===== config.mk =====
export PLATFORM = sky130hd
export DESIGN_NAME = rank_batch_sched
export DESIGN_NICKNAME = d
export VERILOG_FILES = /design/src/rtl/rbs_pkg.sv /design/src/rtl/rbs_queue.sv /design/src/rtl/rbs_bank_table.sv /design/src/rtl/rbs_rank_gap.sv /design/src/rtl/rbs_picker.sv /design/src/rtl/rank_batch_sched.sv
export SDC_FILE = /design/constraint.sdc
export NUM_CORES = 1
export LEC_CHECK = 0
export ABC_AREA = 1
export BUFFER_PORTS_ARGS = -buffer_cell sky130_fd_sc_hd__buf_2
export CORE_ASPECT_RATIO = 0.7
export CORE_MARGIN = 2
export CORE_UTILIZATION = 25
export CTS_BUF_LIST = sky130_fd_sc_hd__clkbuf_16
export DETAILED_ROUTE_END_ITERATION = 8
export GPL_ROUTABILITY_DRIVEN = 0
export PLACE_DENSITY = 0.48
export SYNTH_ARGS = -nofsm -noshare
export SYNTH_HDL_FRONTEND = slang
export SYNTH_SLANG_ARGS = --single-unit

===== constraint.sdc =====
create_clock -name clk -period 9.9 [get_ports clk]
set_input_delay 2.475 -clock clk [delete_from_list [all_inputs] [get_ports clk]]
set_output_delay 2.475 -clock clk [all_outputs]
set_load 0.1 [all_outputs]

===== src/rtl/rbs_pkg.sv =====
package rbs_pkg;
  typedef enum logic [1:0] {
    CMD_NONE = 2'd0,
    CMD_ACT  = 2'd1,
    CMD_RD   = 2'd2,
    CMD_PRE  = 2'd3
  } cmd_kind_e;
endpackage


===== src/rtl/rbs_queue.sv =====
module rbs_queue #(
  parameter int DEPTH = 8,
  parameter int EW    = 16,
  localparam int CW   = $clog2(DEPTH + 1),
  localparam int IW   = $clog2(DEPTH)
) (
  input  logic                      clk,
  input  logic                      rst_n,
  input  logic                      push,
  input  logic [EW-1:0]             push_ent,
  input  logic                      pop,
  input  logic [IW-1:0]             pop_idx,
  output logic [CW-1:0]             count,
  output logic [DEPTH-1:0]          ent_vld,
  output logic [DEPTH-1:0][EW-1:0]  ent
);
  logic [DEPTH-1:0][EW-1:0] mem, mem_n;
  logic [CW-1:0] cnt, cnt_n, base;

  always_comb begin
    mem_n = mem;
    base  = cnt;
    if (pop) begin
      for (int i = 0; i < DEPTH - 1; i++) begin
        if (IW'(i) >= pop_idx) mem_n[i] = mem[i+1];
      end
      base = cnt - CW'(1);
    end
    if (push) mem_n[IW'(base)] = push_ent;
    cnt_n = cnt + CW'(push) - CW'(pop);
  end

  always_ff @(posedge clk) begin
    if (!rst_n) begin
      cnt <= '0;
      mem <= '0;
    end else begin
      cnt <= cnt_n;
      mem <= mem_n;
    end
  end

  always_comb begin
    for (int i = 0; i < DEPTH; i++) ent_vld[i] = (CW'(i) < cnt);
  end

  assign count = cnt;
  assign ent   = mem;


  no_overflow_chk: assert property (@(posedge clk) disable iff (!rst_n)
    push |-> (cnt < CW'(DEPTH)));


  pop_in_range_chk: assert property (@(posedge clk) disable iff (!rst_n)
    pop |-> (CW'(pop_idx) < cnt));
endmodule


===== src/rtl/rbs_bank_table.sv =====
module rbs_bank_table
  import rbs_pkg::*;
#(
  parameter int NR    = 2,
  parameter int NB    = 4,
  parameter int ROW_W = 8,
  localparam int NBK  = NR * NB,
  localparam int FBW  = $clog2(NR) + $clog2(NB)
) (
  input  logic                        clk,
  input  logic                        rst_n,
  input  cmd_kind_e                   kind,
  input  logic [FBW-1:0]              fb,
  input  logic [ROW_W-1:0]            row,
  output logic [NBK-1:0]              open_vec,
  output logic [NBK-1:0][ROW_W-1:0]   open_row
);
  always_ff @(posedge clk) begin
    if (!rst_n) begin
      open_vec <= '0;
      open_row <= '0;
    end else if (kind == CMD_ACT) begin
      open_vec[fb] <= 1'b1;
      open_row[fb] <= row;
    end else if (kind == CMD_PRE) begin
      open_vec[fb] <= 1'b0;
    end
  end


  act_closed_chk: assert property (@(posedge clk) disable iff (!rst_n)
    (kind == CMD_ACT) |-> !open_vec[fb]);


  pre_open_chk: assert property (@(posedge clk) disable iff (!rst_n)
    (kind == CMD_PRE) |-> open_vec[fb]);
endmodule


===== src/rtl/rbs_rank_gap.sv =====
module rbs_rank_gap #(
  parameter int NR         = 2,
  parameter int MAX_BATCH  = 4,
  parameter int SWITCH_GAP = 2,
  localparam int RKW = $clog2(NR),
  localparam int GW  = $clog2(SWITCH_GAP + 1),
  localparam int BCW = $clog2(MAX_BATCH + 1)
) (
  input  logic           clk,
  input  logic           rst_n,
  input  logic           rd_fire,
  input  logic [RKW-1:0] rd_rank,
  output logic [RKW-1:0] cur_rank,
  output logic           gap_clear,
  output logic           batch_full
);
  logic [GW-1:0]  gap_cnt;
  logic [BCW-1:0] batch_cnt;

  always_ff @(posedge clk) begin
    if (!rst_n) begin
      cur_rank  <= '0;
      gap_cnt   <= '0;
      batch_cnt <= '0;
    end else if (rd_fire) begin
      cur_rank <= rd_rank;
      gap_cnt  <= GW'(SWITCH_GAP);
      if (rd_rank != cur_rank) batch_cnt <= BCW'(1);
      else if (batch_cnt != BCW'(MAX_BATCH)) batch_cnt <= batch_cnt + BCW'(1);
    end else if (gap_cnt != '0) begin
      gap_cnt <= gap_cnt - GW'(1);
    end
  end

  assign gap_clear  = (gap_cnt == '0);
  assign batch_full = (batch_cnt >= BCW'(MAX_BATCH));


  switch_gap_chk: assert property (@(posedge clk) disable iff (!rst_n)
    (rd_fire && (rd_rank != cur_rank)) |-> gap_clear);
endmodule


===== src/rtl/rbs_picker.sv =====
module rbs_picker
  import rbs_pkg::*;
#(
  parameter int DEPTH = 8,
  parameter int NR    = 2,
  parameter int NB    = 4,
  parameter int ROW_W = 8,
  parameter int COL_W = 6,
  localparam int RKW  = $clog2(NR),
  localparam int BKW  = $clog2(NB),
  localparam int FBW  = RKW + BKW,
  localparam int NBK  = NR * NB,
  localparam int EW   = RKW + BKW + ROW_W + COL_W,
  localparam int IW   = $clog2(DEPTH)
) (
  input  logic [DEPTH-1:0]            ent_vld,
  input  logic [DEPTH-1:0][EW-1:0]    ent,
  input  logic [NBK-1:0]              open_vec,
  input  logic [NBK-1:0][ROW_W-1:0]   open_row,
  input  logic [NBK-1:0]              act_ok,
  input  logic [NBK-1:0]              rd_ok,
  input  logic [NBK-1:0]              pre_ok,
  input  logic                        fcfs,
  input  logic [RKW-1:0]              cur_rank,
  input  logic                        gap_clear,
  input  logic                        batch_full,
  output cmd_kind_e                   kind,
  output logic [RKW-1:0]              out_rank,
  output logic [BKW-1:0]              out_bank,
  output logic [ROW_W-1:0]            out_row,
  output logic [COL_W-1:0]            out_col,
  output logic                        pop,
  output logic [IW-1:0]               pop_idx
);
  logic [DEPTH-1:0][RKW-1:0]   e_rk;
  logic [DEPTH-1:0][BKW-1:0]   e_bk;
  logic [DEPTH-1:0][ROW_W-1:0] e_row;
  logic [DEPTH-1:0][FBW-1:0]   e_fb;
  logic [DEPTH-1:0] head, hit, cons, rdy;
  logic [DEPTH-1:0] c_cur, c_oth, c_act, c_pre, use_cur, use_oth;
  logic yield;
  logic [IW-1:0] sel;

  function automatic logic [IW-1:0] first_idx(input logic [DEPTH-1:0] m);
    first_idx = '0;
    for (int i = DEPTH - 1; i >= 0; i--) if (m[i]) first_idx = IW'(i);
  endfunction

  always_comb begin
    for (int i = 0; i < DEPTH; i++) begin
      e_row[i] = ent[i][COL_W +: ROW_W];
      e_bk[i]  = ent[i][COL_W + ROW_W +: BKW];
      e_rk[i]  = ent[i][COL_W + ROW_W + BKW +: RKW];
      e_fb[i]  = {e_rk[i], e_bk[i]};
    end
  end

  // bank-front filter: an entry may act only if no older entry shares its bank
  always_comb begin
    for (int i = 0; i < DEPTH; i++) begin
      head[i] = ent_vld[i];
      for (int j = 0; j < i; j++) begin
        if (ent_vld[j] && (e_fb[j] == e_fb[i])) head[i] = 1'b0;
      end
      hit[i]   = open_vec[e_fb[i]] && (open_row[e_fb[i]] == e_row[i]);
      cons[i]  = !fcfs || (i == 0);
      rdy[i]   = head[i] && cons[i] && hit[i] && rd_ok[e_fb[i]];
      c_cur[i] = rdy[i] && (e_rk[i] == cur_rank);
      c_oth[i] = rdy[i] && (e_rk[i] != cur_rank);
      c_act[i] = head[i] && cons[i] && !open_vec[e_fb[i]] && act_ok[e_fb[i]];
      c_pre[i] = head[i] && cons[i] && open_vec[e_fb[i]] && !hit[i] && pre_ok[e_fb[i]];
    end
  end

  assign yield   = batch_full && (|c_oth) && !fcfs;
  assign use_cur = c_cur & {DEPTH{!yield}};
  assign use_oth = c_oth & {DEPTH{gap_clear}};

  always_comb begin
    kind = CMD_NONE;
    sel  = '0;
    if (|use_cur) begin
      kind = CMD_RD;
      sel  = first_idx(use_cur);
    end else if (|use_oth) begin
      kind = CMD_RD;
      sel  = first_idx(use_oth);
    end else if (|c_act) begin
      kind = CMD_ACT;
      sel  = first_idx(c_act);
    end else if (|c_pre) begin
      kind = CMD_PRE;
      sel  = first_idx(c_pre);
    end
  end

  always_comb begin
    if (kind == CMD_NONE) begin
      out_rank = '0;
      out_bank = '0;
      out_row  = '0;
      out_col  = '0;
    end else begin
      out_rank = e_rk[sel];
      out_bank = e_bk[sel];
      out_row  = e_row[sel];
      out_col  = ent[sel][COL_W-1:0];
    end
  end

  assign pop     = (kind == CMD_RD);
  assign pop_idx = sel;
endmodule


===== src/rtl/rank_batch_sched.sv =====
module rank_batch_sched
  import rbs_pkg::*;
#(
  parameter int NR         = 2,
  parameter int NB         = 4,
  parameter int ROW_W      = 8,
  parameter int COL_W      = 6,
  parameter int DEPTH      = 8,
  parameter int MAX_BATCH  = 4,
  parameter int SWITCH_GAP = 2,
  localparam int RKW = $clog2(NR),
  localparam int BKW = $clog2(NB),
  localparam int NBK = NR * NB
) (
  input  logic              clk,
  input  logic              rst_n,
  input  logic              fcfs_mode,
  input  logic              req_valid,
  output logic              req_ready,
  input  logic [RKW-1:0]    req_rank,
  input  logic [BKW-1:0]    req_bank,
  input  logic [ROW_W-1:0]  req_row,
  input  logic [COL_W-1:0]  req_col,
  input  logic [NBK-1:0]    act_ok,
  input  logic [NBK-1:0]    rd_ok,
  input  logic [NBK-1:0]    pre_ok,
  output logic [1:0]        cmd_kind,
  output logic [RKW-1:0]    cmd_rank,
  output logic [BKW-1:0]    cmd_bank,
  output logic [ROW_W-1:0]  cmd_row,
  output logic [COL_W-1:0]  cmd_col
);
  localparam int FBW = RKW + BKW;
  localparam int EW  = RKW + BKW + ROW_W + COL_W;
  localparam int CW  = $clog2(DEPTH + 1);
  localparam int IW  = $clog2(DEPTH);

  logic                     push, pop;
  logic [IW-1:0]            pop_idx;
  logic [CW-1:0]            count;
  logic [DEPTH-1:0]         ent_vld;
  logic [DEPTH-1:0][EW-1:0] ent;
  logic [NBK-1:0]           open_vec;
  logic [NBK-1:0][ROW_W-1:0] open_row;
  logic [RKW-1:0]           cur_rank;
  logic                     gap_clear, batch_full;
  cmd_kind_e                kind;
  logic [FBW-1:0]           cmd_fb;

  assign req_ready = (count < CW'(DEPTH));
  assign push      = req_valid && req_ready;

  rbs_queue #(.DEPTH(DEPTH), .EW(EW)) u_queue (
    .clk(clk), .rst_n(rst_n), .push(push),
    .push_ent({req_rank, req_bank, req_row, req_col}),
    .pop(pop), .pop_idx(pop_idx), .count(count),
    .ent_vld(ent_vld), .ent(ent)
  );

  rbs_picker #(.DEPTH(DEPTH), .NR(NR), .NB(NB), .ROW_W(ROW_W), .COL_W(COL_W)) u_pick (
    .ent_vld(ent_vld), .ent(ent), .open_vec(open_vec), .open_row(open_row),
    .act_ok(act_ok), .rd_ok(rd_ok), .pre_ok(pre_ok), .fcfs(fcfs_mode),
    .cur_rank(cur_rank), .gap_clear(gap_clear), .batch_full(batch_full),
    .kind(kind), .out_rank(cmd_rank), .out_bank(cmd_bank),
    .out_row(cmd_row), .out_col(cmd_col), .pop(pop), .pop_idx(pop_idx)
  );

  assign cmd_fb = {cmd_rank, cmd_bank};

  rbs_bank_table #(.NR(NR), .NB(NB), .ROW_W(ROW_W)) u_banks (
    .clk(clk), .rst_n(rst_n), .kind(kind), .fb(cmd_fb), .row(cmd_row),
    .open_vec(open_vec), .open_row(open_row)
  );

  rbs_rank_gap #(.NR(NR), .MAX_BATCH(MAX_BATCH), .SWITCH_GAP(SWITCH_GAP)) u_gap (
    .clk(clk), .rst_n(rst_n), .rd_fire(pop), .rd_rank(cmd_rank),
    .cur_rank(cur_rank), .gap_clear(gap_clear), .batch_full(batch_full)
  );

  assign cmd_kind = kind;


  rd_legal_chk: assert property (@(posedge clk) disable iff (!rst_n)
    (kind == CMD_RD) |-> (rd_ok[cmd_fb] && open_vec[cmd_fb] && (open_row[cmd_fb] == cmd_row)));


  act_legal_chk: assert property (@(posedge clk) disable iff (!rst_n)
    (kind == CMD_ACT) |-> act_ok[cmd_fb]);


  pre_legal_chk: assert property (@(posedge clk) disable iff (!rst_n)
    (kind == CMD_PRE) |-> pre_ok[cmd_fb]);


  idle_empty_chk: assert property (@(posedge clk) disable iff (!rst_n)
    (count == '0) |-> (kind == CMD_NONE));


  fcfs_head_chk: assert property (@(posedge clk) disable iff (!rst_n)
    (fcfs_mode && pop) |-> (pop_idx == '0));
endmodule


After elaboration in Yosys (flattened, before gate mapping). Index checks and enable logic that the tools add are counted.

Reductions and logical operators: 151. Muxes and demuxes: 184. Add/subtract/negate cells: 5. Equal/unequal tests: 57. Bitwise gates (word level): 6. Magnitude comparators: 30.

Operator list (number): 119-bit 2-to-1 mux (2); 8-bit binary-select mux with 3-bit select (9); 136-bit bitwise mux (1); 17-bit 2-to-1 mux (8); 1-bit logical AND (120); 3-bit 2-to-1 mux (39); 8-bit 2-to-1 mux (13); 1-bit binary-select mux with 3-bit select (33); 3-bit == test (28); 64-bit bitwise mux (1); 8-bit == test (8); 1-bit 2-to-1 mux (63); 17-bit binary-select mux with 3-bit select (1); 17-bit demux with 3-bit select (1); 3-bit by 4-bit less-than comparator with 1-bit output (second input constant) (11); 8-bit OR reduction (5); 8-bit AND (3); 8-bit demux with 3-bit select (1); 1-bit logical NOT (18); 3-bit by 4-bit less-than comparator with 1-bit output (first input constant) (4); 2-bit 2-to-1 mux (8); 6-bit 2-to-1 mux (2); 3-bit greater-or-equal comparator (first input constant) (3); 1-bit inequality test (9); other kinds (25) (42).

Output and inout bits: 20. Word-level logic and storage cells: 455. Bits in registers: 218.

Depth between registers and ports, before layout.
Depth after elaboration: 38. Gate-level depth with buffers: 36.

Modules after synthesis. A second synthesis with hierarchy kept.

Cells, all modules: 4474. Area, all modules: 23702.7 µm².

Modules (own cells, without submodules): rbs_picker (area each 12614.6 µm², instances 1, cells an instance 2810, seq. area each 0.0 µm²); rbs_queue (area each 7776.2 µm², instances 1, cells an instance 1208, seq. area each 2802.7 µm²); rbs_bank_table (area each 2969.1 µm², instances 1, cells an instance 407, seq. area each 1441.4 µm²); rbs_rank_gap (area each 329.1 µm², instances 1, cells an instance 46, seq. area each 120.1 µm²); rank_batch_sched (area each 13.8 µm², instances 1, cells an instance 3, seq. area each 0.0 µm²).

Worst setup path before layout. OpenSTA, ideal clock, no wires.

Kind: input to output. Start point: input rd_ok[3]. End point: output cmd_rank. Stages on the path: 20. Data required time: 7425 ps. Arrival time: 6684 ps. Slack: 741 ps. Cell sequence: buf_2 > a21oi_1 > o21ai_1 > a21oi_1 > or2_2 > nor2_1 > nand4_1 > nand2_1 > nor2_1 > nand2_2 > nand2_2 > o21ai_2 > nand2_4 > nor2_4 > nand2_2 > nor2_2 > inv_2 > nand2_4 > nand3_1 > nor2_1.

RTL lines: from (decl) (line rank_batch_sched.sv:25) `input logic [NBK-1:0] rd_ok,`; 1-bit binary-select mux with 3-bit select (line rbs_picker.sv:67) `rdy[i] = head[i] && cons[i] && hit[i] && rd_ok[e_fb[i]];`; 1-bit 2-to-1 mux (implied by the code) (line rbs_picker.sv:67); 1-bit logical AND (line rbs_picker.sv:67); 1-bit logical AND (line rbs_picker.sv:69) `c_oth[i] = rdy[i] && (e_rk[i] != cur_rank);`; 8-bit OR reduction (line rbs_picker.sv:75) `assign yield = batch_full && (|c_oth) && !fcfs;`; 1-bit logical AND (2 in a row) (line rbs_picker.sv:75); 1-bit logical NOT (line rbs_picker.sv:76) `assign use_cur = c_cur & {DEPTH{!yield}};`; 8-bit AND (line rbs_picker.sv:76); 8-bit OR reduction (line rbs_picker.sv:82) `if (|use_cur) begin`; 2-bit 2-to-1 mux (*) (line rbs_picker.sv:82); via cmd_kind[0] (line rank_batch_sched.sv:27) `output logic [1:0] cmd_kind,`; 2-bit logical NOT (*) (line rbs_picker.sv:98) `if (kind == CMD_NONE) begin`; 1-bit 2-to-1 mux (*) (line rbs_picker.sv:98); to (decl) (line rank_batch_sched.sv:28) `output logic [RKW-1:0] cmd_rank,`.

The timed path passes the listed nets; every way through them passes the cells marked *. The select of a mux whose other input is x is not followed.

Worst setup path after layout.
Start point: input rd_ok[3]. End point: output cmd_row[3].

Word-level cells in the longest chain between the ends: 21.

RTL lines: 1-bit binary-select mux with 3-bit select (line rbs_picker.sv:67); 1-bit 2-to-1 mux (implied by the code) (line rbs_picker.sv:67); 1-bit logical AND (line rbs_picker.sv:67); 1-bit logical AND (line rbs_picker.sv:69); 8-bit OR reduction (line rbs_picker.sv:75); 1-bit logical AND (2 in a row) (line rbs_picker.sv:75); 1-bit logical NOT (line rbs_picker.sv:76); 8-bit AND (line rbs_picker.sv:76); 3-bit 2-to-1 mux (8 in a row) (line rbs_picker.sv:46) `for (int i = DEPTH - 1; i >= 0; i--) if (m[i]) first_idx = IW'(i);`; 3-bit 2-to-1 mux (line rbs_picker.sv:82); 8-bit binary-select mux with 3-bit select (line rbs_picker.sv:106) `out_row = e_row[sel];`; 8-bit 2-to-1 mux (implied by the code) (line rbs_picker.sv:106); 8-bit 2-to-1 mux (*) (line rbs_picker.sv:98); to (decl) (line rank_batch_sched.sv:30) `output logic [ROW_W-1:0] cmd_row,`.

Every way passes the cells marked *; elsewhere a longest branch is shown, timed or not. The select of a mux whose other input is x is not followed.

==> impl_metrics.tcl <==
set metrics [dict create \
    setup.worst_path.end "cmd_row[3]" \
    ys_top_cells_by_area "dfxtp_1, nand2_1, nand3_1" \
    setup_buffers_after_cts 0 \
    sw_frac_of_total_pct 61.1 \
    via_count 25600 \
    crit-reg2reg-launch "u_queue.ent[133]" \
    tritoncts "yes" \
    power.combinational.fraction_pct 67.8 \
    synth.yosys.warnings 0 \
    max_stage_delay_ns 0.56 \
    fmax_ghz 0.110 \
    worst-endpoint-arrival_ns 6.63 \
    crit_path_cell_trace "buf_2 > a21oi_1 > o21ai_1 > a21oi_1 > or2_2 > nor2_1 > nand3_1 > nor2_1 > nand3_1 > nand2_1 > nand2_1 > nand2_1 > nand2_1 > nand2_1 > nand2_1 > nand2_1 > nand3_4 > nand2_4 > buf_12 > nand2_1 > o211ai_1 > nand3_1 > nor2_2 > buf_2" \
    sequentialPowerShare_pct 17.6 \
    path_clk_slew_ns 0.07 \
    buffer_ports.inserted 64 \
    crit_path_start_kind "input pin" \
    grt_util_all_layers_pct 24.7 \
    layout.cells.most_common_list "nand2_1, nand3_1, o21ai_0, a21oi_1, nor2_1" \
    pwr_density_nw_per_um2 298 \
    most_frequent_standard_cell_in_the_layout_excluding_fill_and_tap_cells "nand2_1" \
    non_filler_instance_count_after_layout 4688 \
    cp.buffers_inverters 3 \
    p_int_mw 2.61 \
    drt_first_iter_violations 3635 \
    endpoint_kind "output port" \
    core_area_um2 82400 \
    drive_above_1_share_pct 7.84 \
    synthCells 3694 \
    insertedDiodeCount 0 \
    grt_first_pass_wirelength_um 158000 \
    clk-insertion-delay-late_ns 0.60 \
    fin_util_pct 27.3 \
    ctsResizeCount 0 \
    final_max_slew_viol_count 0 \
    ioPinCount 65 \
    clock_tree.htree_level_count 1 \
    hold-worst-slack_ns 0.452 \
    power.static_leakage_nw 9.80 \
    run_status "complete, no violations" \
    worstRegToRegCells 32 \
    cts-buffers-inserted 26 \
    worstPathRequired_ns 7.43 \
    post-dp-hpwl_um 77000 \
    timing.final.crit_period_ns 9.11 \
    wirelength_um 110000 \
    post-route-drc-count 0 \
    seq_area_frac_synth_pct 21.0 \
    first_global_vias 22700 \
    timing.hold.worst.class "flip-flop to flip-flop" \
    initial_core_util_pct 25.2 \
    avgViaCountPerCell 5.47 \
    fin_nets 3645 \
    yosys.cell_types.count 55 \
    postSynth.topFlopCell "dfxtp_1" \
    net-switching-power_mw 4.09 \
    r2r_end "u_banks.open_row[52]" \
    clock_power_share_pct 14.7 \
    synthDominantCellAreaShare_pct 21.0 \
    synth_fp_nets 3750 \
    timing.critical_path.depth 24 \
    cts_root_buf "clkbuf_16" \
    num_rows 88 \
    grt_max_degree 73 \
    rsz0062_at_grt "no" \
    avgSynthCellArea_um2 5.62 \
    r2r_slack_ns 3.16 \
    cts.hold.buffers_added 0 \
    asyncSetResetFlopFracSynth_pct 0 \
    final_tns_setup_ns 0 \
    grt_overflow 0 \
    timing.critical_path.mode_cell "nand2_1" \
    slew_headroom_pct 22.2 \
    syn2layout_area_growth_pct 8.20 \
    worstSetupStartpoint "rd_ok[3]" \
    setup.worst_path.class "input pin to output port" \
    fillers 9376 \
    ir_drop_mv 0.173 \
    post-place-cells 4641 \
    ys_seq_elements 218 \
    setup_violations 0 \
    syn-cell-area_um2 20800 \
    worst_pin_slew_ns 1.17 \
    yosysTopAreaCell "dfxtp_1" \
    die_w_um 348 \
    synth_edf_count 0 \
    timing.critical_path.fanout_max 67 \
    die-area_um2 85400 \
    wl_per_cell_um 23.4 \
    number_of_nets_still_failing_antenna_checks_after_routing 0 \
    fin_worst_skew_ns 0.0503 \
    final_min_period_over_clock_period_pct 92.0 \
    critical-path-slowest-cell "nor2_2" \
    cts_buffer_depth 3 \
    hold_violations 0 \
    grt_antenna_before_repair 2 \
    category_of_cells_accounting_for_the_largest_share_of_critical_path_delay "simple AND/OR/NAND/NOR gates" \
    die_h_um 245 \
    clock_sink_count 218 \
    maxCapViolations 0 \
    drtPass1Iterations 7 \
]
[layout make-up]
cell class,count,area [µm²],share of cell area (%)
flip-flops and latches,218,4380,19.5
inverters,279,1050,4.68
multi-input cells,2924,13900,62.0
clock buffers,26,651,2.90
repair buffers,140,922,4.11
well taps,1080,1350,6.02
clock inverters,21,168,0.746
[synth_stat cells, drive strengths merged (2+ instances only)]
library cell and count:
nand2 1091, and3 3, o22ai 13, a31oi 4
nand3b 17, inv 258, o21bai 3, nor4 2
a211oi 6, nor2 304, ha 10, a311oi 5
nand3 473, buf 196, or2 3, nor3 8
clkbuf 77, mux2i 5, xor2 14, clkinv 21
nand4 33, a21oi 349, o21ai 423, dfxtp 218
xnor2 61, o21a 3, o211ai 85
[worst reg2reg max path, delay by kind of cell (launching register included)]
kind	cells	cell delay [ns]
and+or+nand+nor	28	4.50
DFF	1	0.67
AOI/OAI and AO/OA	1	0.19
buffers and inverters	3	1.31
[logic make-up (layout without fill, tap and decap cells)]
family,after synthesis,after routing,synth area share (%)
AO/OA/AOI/OAI,897,897,23.2
XOR/XNOR,75,75,3.16
adder cells (fa/ha/maj),11,11,0.699
buffers and inverters,552,466,12.0
flip-flops,218,218,21.0
multiplexers,5,5,0.241
AND/OR/NAND/NOR,1936,1936,39.6
[per-stage QoR]
| step | instance area, µm² | power [mW] | worst slack [ns] |
|---|---|---|---|
| finish | 22500 | 6.69 | 0.794 |
| global route | 22500 | 7.05 | 0.598 |
| CTS | 22500 | 6.56 | 1.01 |
| detailed placement | 21600 | 5.57 | 1.02 |
| global placement | 21600 | 5.57 | 1.02 |
| floorplan | 20800 | 4.16 | 0.741 |
[per-layer routing]
metal	up-vias	track usage, %	part of all wire [%]
li1	12000	-	-
met1	11700	36.0	44
met2	1679	34.8	39
met3	229	6.81	14
met4	0	7.35	3.5
met5	-	0	0
[worst min-delay path by stage]
| stage | from | end | slack (ns) | depth (start not counted) |
|---|---|---|---|---|
| floorplan | u_gap.gap_cnt[0] | u_gap.gap_cnt[0] | 0.43 | 1 |
| global placement | u_gap.gap_cnt[0] | u_gap.gap_cnt[0] | 0.44 | 1 |
| detailed placement | u_gap.gap_cnt[0] | u_gap.gap_cnt[0] | 0.44 | 1 |
| CTS | u_gap.gap_cnt[0] | u_gap.gap_cnt[0] | 0.45 | 1 |
| global route | u_gap.gap_cnt[0] | u_gap.gap_cnt[0] | 0.48 | 1 |
| finish | u_gap.gap_cnt[0] | u_gap.gap_cnt[0] | 0.45 | 1 |
[registers in the layout (all words and copies together) (netlist names), named ones only]
signal	flops
u_gap.batch_cnt	3
u_gap.cur_rank	1
u_queue.count	4
u_gap.gap_cnt	2
u_queue.ent	136
u_banks.open_row	64
[power groups by stage]
stage	Clock (mW)	Sequential, mW	Combinational [mW]
detailed placement	0	1.19	4.38
finish	0.981	1.18	4.54
global route	1.03	1.19	4.84
CTS	0.988	1.17	4.40
floorplan	0	1.12	3.04
global placement	0	1.19	4.38
Power figures use the tool's default switching activity.
